**config.mk**
```make
export PLATFORM = sky130hd
export DESIGN_NAME = fcmp_flag_unit
export DESIGN_NICKNAME = d
export VERILOG_FILES = /design/src/rtl/fcmp_pkg.sv /design/src/rtl/fcmp_classify.sv /design/src/rtl/fcmp_order.sv /design/src/rtl/fcmp_lane.sv /design/src/rtl/fcmp_flag_unit.sv
export SDC_FILE = /design/constraint.sdc
export NUM_CORES = 1
export LEC_CHECK = 0
export BUFFER_PORTS_ARGS = -buffer_cell sky130_fd_sc_hd__buf_2
export CORE_ASPECT_RATIO = 0.5
export CORE_MARGIN = 2
export CORE_UTILIZATION = 41
export CTS_CLUSTER_SIZE = 24
export DETAILED_ROUTE_END_ITERATION = 8
export MAX_ROUTING_LAYER = met4
export PLACE_DENSITY_LB_ADDON = 0.15
export RECOVER_POWER = 100
export SLEW_MARGIN = 20
export SYNTH_ARGS = -nofsm -noshare
export SYNTH_HDL_FRONTEND = slang
export SYNTH_SLANG_ARGS = --single-unit
export TNS_END_PERCENT = 20
```
**constraint.sdc**
```tcl
create_clock -name clk_i -period 0.8 [get_ports clk_i]
set_clock_uncertainty 0.05 [all_clocks]
set_input_delay 0.04 -clock clk_i [delete_from_list [all_inputs] [get_ports clk_i]]
set_output_delay 0.04 -clock clk_i [all_outputs]
set_load 0.02 [all_outputs]
```
**src/rtl/fcmp_pkg.sv**
```systemverilog
package fcmp_pkg;
  localparam int SP_EXP = 8;
  localparam int SP_MAN = 23;
  localparam int DP_EXP = 11;
  localparam int DP_MAN = 52;
  localparam int SP_W   = 1 + SP_EXP + SP_MAN;
  localparam int DP_W   = 1 + DP_EXP + DP_MAN;

  // {N,Z,C,V}
  typedef enum logic [3:0] {
    FL_NONE = 4'b0000,
    FL_GT   = 4'b0010,
    FL_UN   = 4'b0011,
    FL_EQ   = 4'b0110,
    FL_LT   = 4'b1000
  } fl_code_e;

  typedef struct packed {
    logic nan;
    logic snan;
    logic lt;
    logic eq;
  } cmp_res_t;
endpackage

```
**src/rtl/fcmp_classify.sv**
```systemverilog
module fcmp_classify #(
  parameter int EXP_W = 8,
  parameter int MAN_W = 23,
  localparam int MAG_W = EXP_W + MAN_W
) (
  input  logic [MAG_W:0]   op_i,
  output logic             sign_o,
  output logic [MAG_W-1:0] mag_o,
  output logic             zero_o,
  output logic             nan_o,
  output logic             snan_o
);
  logic [EXP_W-1:0] exp_f;
  logic [MAN_W-1:0] man_f;
  logic             exp_max;

  assign sign_o  = op_i[MAG_W];
  assign mag_o   = op_i[MAG_W-1:0];
  assign exp_f   = op_i[MAG_W-1:MAN_W];
  assign man_f   = op_i[MAN_W-1:0];
  assign exp_max = &exp_f;
  assign zero_o  = ~|mag_o;
  assign nan_o   = exp_max & (|man_f);
  // fraction MSB clear marks a signalling NaN
  assign snan_o  = nan_o & ~man_f[MAN_W-1];
endmodule

```
**src/rtl/fcmp_order.sv**
```systemverilog
module fcmp_order #(
  parameter int MAG_W = 31
) (
  input  logic             sa_i,
  input  logic [MAG_W-1:0] ma_i,
  input  logic             za_i,
  input  logic             sb_i,
  input  logic [MAG_W-1:0] mb_i,
  input  logic             zb_i,
  output logic             lt_o,
  output logic             eq_o
);
  logic mag_lt, mag_gt, both_zero;

  assign mag_lt    = ma_i < mb_i;
  assign mag_gt    = ma_i > mb_i;
  assign both_zero = za_i & zb_i;

  always_comb begin
    eq_o = both_zero | ((sa_i == sb_i) & (ma_i == mb_i));
    if (both_zero)        lt_o = 1'b0;
    else if (sa_i != sb_i) lt_o = sa_i;
    else if (sa_i)         lt_o = mag_gt;
    else                   lt_o = mag_lt;
  end
endmodule

```
**src/rtl/fcmp_lane.sv**
```systemverilog
module fcmp_lane
  import fcmp_pkg::*;
#(
  parameter int EXP_W = 8,
  parameter int MAN_W = 23,
  localparam int MAG_W = EXP_W + MAN_W
) (
  input  logic [MAG_W:0] a_i,
  input  logic [MAG_W:0] b_i,
  output cmp_res_t       res_o
);
  logic [MAG_W:0]   ops   [2];
  logic             sgn   [2];
  logic [MAG_W-1:0] mag   [2];
  logic             zro   [2];
  logic             nan   [2];
  logic             snan  [2];
  logic             lt, eq;

  assign ops[0] = a_i;
  assign ops[1] = b_i;

  for (genvar i = 0; i < 2; i++) begin : g_cls
    fcmp_classify #(.EXP_W(EXP_W), .MAN_W(MAN_W)) u_cls (
      .op_i   (ops[i]),
      .sign_o (sgn[i]),
      .mag_o  (mag[i]),
      .zero_o (zro[i]),
      .nan_o  (nan[i]),
      .snan_o (snan[i])
    );
  end

  fcmp_order #(.MAG_W(MAG_W)) u_ord (
    .sa_i (sgn[0]), .ma_i (mag[0]), .za_i (zro[0]),
    .sb_i (sgn[1]), .mb_i (mag[1]), .zb_i (zro[1]),
    .lt_o (lt),
    .eq_o (eq)
  );

  assign res_o.nan  = nan[0] | nan[1];
  assign res_o.snan = snan[0] | snan[1];
  assign res_o.lt   = lt;
  assign res_o.eq   = eq;
endmodule

```
**src/rtl/fcmp_flag_unit.sv**
```systemverilog
module fcmp_flag_unit
  import fcmp_pkg::*;
(
  input  logic            clk_i,
  input  logic            rst_ni,
  input  logic [DP_W-1:0] a_i,
  input  logic [DP_W-1:0] b_i,
  input  logic            dbl_i,
  input  logic            sig_i,
  output logic [3:0]      flags_o,
  output logic            invalid_o
);
  cmp_res_t  sp_res, dp_res, sel;
  fl_code_e  code_d;
  logic      inv_d;
  logic [3:0] flags_q;
  logic       inv_q;

  fcmp_lane #(.EXP_W(SP_EXP), .MAN_W(SP_MAN)) u_sp (
    .a_i   (a_i[SP_W-1:0]),
    .b_i   (b_i[SP_W-1:0]),
    .res_o (sp_res)
  );

  fcmp_lane #(.EXP_W(DP_EXP), .MAN_W(DP_MAN)) u_dp (
    .a_i   (a_i),
    .b_i   (b_i),
    .res_o (dp_res)
  );

  always_comb begin
    sel = dbl_i ? dp_res : sp_res;
    if (sel.nan)     code_d = FL_UN;
    else if (sel.eq) code_d = FL_EQ;
    else if (sel.lt) code_d = FL_LT;
    else             code_d = FL_GT;
    inv_d = sig_i ? sel.nan : sel.snan;
  end

  always_ff @(posedge clk_i or negedge rst_ni) begin
    if (!rst_ni) begin
      flags_q <= FL_NONE;
      inv_q   <= 1'b0;
    end else begin
      flags_q <= code_d;
      inv_q   <= inv_d;
    end
  end

  assign flags_o   = flags_q;
  assign invalid_o = inv_q;
endmodule

```
==> out/metrics.csv <==
metric,value,unit
vias in the first global route,3093,
crit path time final,2090,ps
Worst-path clk slew,40,ps
Critical Path Start Type,primary input,
max-cap viol count,0,
Mapped Area,0.00229,mm2
fillcell total,346,
GR Util met3,0.929,%
DP Area,0.00376,mm2
Lkg Pwr,2.33,nW
failing checks,setup timing,
CTS buffer count,3,
"Async S/R FF share, synth",100,%
critical-path cell list,buf_2 -> buf_4 -> nor4_1 -> buf_4 -> nand4_1 -> nor4_2 -> buf_4 -> or4_4 -> and3_4 -> o21ai_4 -> or2_1 -> o32a_1,
Die Area,0.00623,mm2
Slew HR,73.2,%
Final setup viols,8,
first-pass GRT wire length,12900,um
fin crit share,261,%
via count,3435,
sequential area share after synthesis,5.47,%
max-slew violation count,0,
vias per cell,5.43,
RSZ-0062 raised after global routing,yes,
slowest CP cell,nor4_2,
power density cells,646,mW/mm2
"Arr. time, crit path",2140,ps
All-Layer GR Usage,25.9,%
main flop type after synthesis,dfrtp_1,
Final Net Count,756,
routability cong.,0.877,
I/O Pins,137,
layout cells sized above 1,56.4,%
Final TNS setup,-5400,ps
Least-Margin Pin Slew,398,ps
Crit Path Max Fanout,3,
status,finished with violations,
met2 Use GR,47.2,%
total core area,0.00542,mm2
Clock Path Buffers,2,
Cell variety after synth,43,
register area,125,um2
router iterations before antenna repair,4,
Place WS,-1540,ps
CTS root buf,clkbuf_8,
CTS tree,done,
"Avg Cell Area, Syn",7.17,um2
cell mode on critical path,buf_4,
Setup crit end kind,flop,
area grow syn2layout,97.0,%
Chip Height,56.8,um
Multi-input gate area,0.00243,mm2
H-tree levels,1,
worst path required time,850,ps
Post-route DRC,0,
antenna violations before repair,0,
max incr delay on CP,280,ps
FMAX,0.479,GHz
Seq cells post-synth,5,
dpl hpwl,6930,um
Die Wd,110,um
IO buf count,136,
synth warn,0,
total wire length,9140,um
# diodes,0,
Std-Cell Rows,19,
final count of hold timing violations,0,
Peak VDD IR,0.000589,V
initial core utilization,42.2,%
Post-synth EDFFs,0,
met1 usage,33.5,%
worst setup path class,in2reg,
DRC marker count from the first detailed-route iteration,136,
Syn Nets,514,
Antenna Violating Nets Remaining,0,
Final WS setup,-1290,ps
final instance area,0.00451,mm2
Routed WL per cell,14.4,um
final hold slack,157,ps
largest net degree at the start of global routing,6,
Cells after Synth,319,
Num Clock Sinks,5,
Hold Crit Class,in2async,
GR peak layer,met2,
GRT overflow,0,
state kept, by name, summed over array words and instances, names as in the netlist:
| name | count |
|---|---|
| invalid_o | 1 |
| flags_o | 4 |
synth_stat cells, types with 2 or more instances:
| cell | n | area share [%] |
|---|---|---|
| inv_1 | 67 | 11 |
| ha_1 | 63 | 34 |
| nor4_1 | 29 | 7.9 |
| nand4_1 | 28 | 7.7 |
| a21oi_1 | 25 | 5.5 |
| nand2_1 | 18 | 3.0 |
| nand3_1 | 12 | 2.6 |
| nor2_1 | 10 | 1.6 |
| o21ai_0 | 8 | 1.8 |
| nor3_1 | 6 | 1.3 |
| dfrtp_1 | 5 | 5.5 |
| nor4_2 | 5 | 2.7 |
| a21o_1 | 4 | 1.3 |
| o21ai_1 | 3 | 0.66 |
| or4_1 | 3 | 0.98 |
| a211oi_1 | 2 | 0.66 |
| a21boi_0 | 2 | 0.66 |
| a221oi_1 | 2 | 0.77 |
| o22ai_1 | 2 | 0.55 |
| o41ai_1 | 2 | 0.77 |
routing by layer:
| layer | vias up | wire (um) |
|---|---|---|
| met3 | 14 | 541 |
| met4 | 0 | 121 |
| met1 | 1602 | 3930 |
| li1 | 1696 | - |
| met5 | - | 0 |
| met2 | 123 | 4540 |
power breakdown:
group	total (mW)	leakage, nW	internal [mW]	switching (mW)
Sequential	0.280	0.0627	0.274	0.00550
Combinational	2.17	2.25	1.16	1.01
Clock	0.462	0.0228	0.342	0.121
layout by cell type, fill, tap and decap left out, drive strengths merged, types with 3 or more instances in the layout:
master	netlist	final
or4	3	3
nor2	10	10
a21o	5	5
inv	67	67
nand3	12	12
ha	63	63
nor4	34	34
nand2	18	18
buf	0	233
nand4	28	28
o21ai	12	12
clkbuf	0	6
nor3	6	6
a21oi	25	25
dfrtp	5	5
stage by stage:
| step | util, % | instances | total power, mW |
|---|---|---|---|
| 2_1_floorplan | - | 319 | 0.981 |
| 3_3_place_gp | 69.5 | 622 | 1.94 |
| 3_5_place_dp | 69.5 | 622 | 1.97 |
| 4_1_cts | 72.7 | 628 | 2.50 |
| 5_1_grt | 83.1 | 633 | 3.14 |
| 6_report | 83.1 | 633 | 2.91 |
worst paths after layout:
| kind | start | endpoint | cells after the start |
|---|---|---|---|
| max in group asynchronous | rst_ni | flags_o[1] | 2 |
| max | b_i[22] | flags_o[1] | 12 |
| min | rst_ni | flags_o[3] | 2 |
| min in group clk_i | dbl_i | flags_o[3] | 5 |
area by class of cell:
class                           instances  area share (%)
Inverter                               67            5.69
Sequential cell                         5            2.78
Clock buffer                            4           0.999
Timing Repair Buffer                  237            34.5
Multi-Input combinational cell        247            54.0
Tap cell                               73            2.03
kinds of logic after synthesis:
family                   Yosys count  share of synthesized area [%]
multiplexers                       1                          0.438
XOR/XNOR                           1                          0.383
flip-flops                         5                           5.47
buffers and inverters             67                           11.0
AO/OA/AOI/OAI                     64                           17.9
AND/OR/NAND/NOR                  118                           30.4
adder cells (fa/ha/maj)           63                           34.5
what timing repair did:
action                                  4_1_cts  5_1_grt
buffers inserted                              0        5
endpoints found under the setup margin        9       10
resized for setup                            18       97
pin swaps                                     7       31
endpoints found under the hold margin         6        0
hold buffers                                  2        0
worst max-delay path, delay by kind of cell:
family / cells / cell delay, ps
and+or+nand+nor: 6 / 1260
AOI/OAI and AO/OA: 2 / 250
buffers and inverters: 4 / 590
No activity file was read; power rests on OpenSTA's default activity.
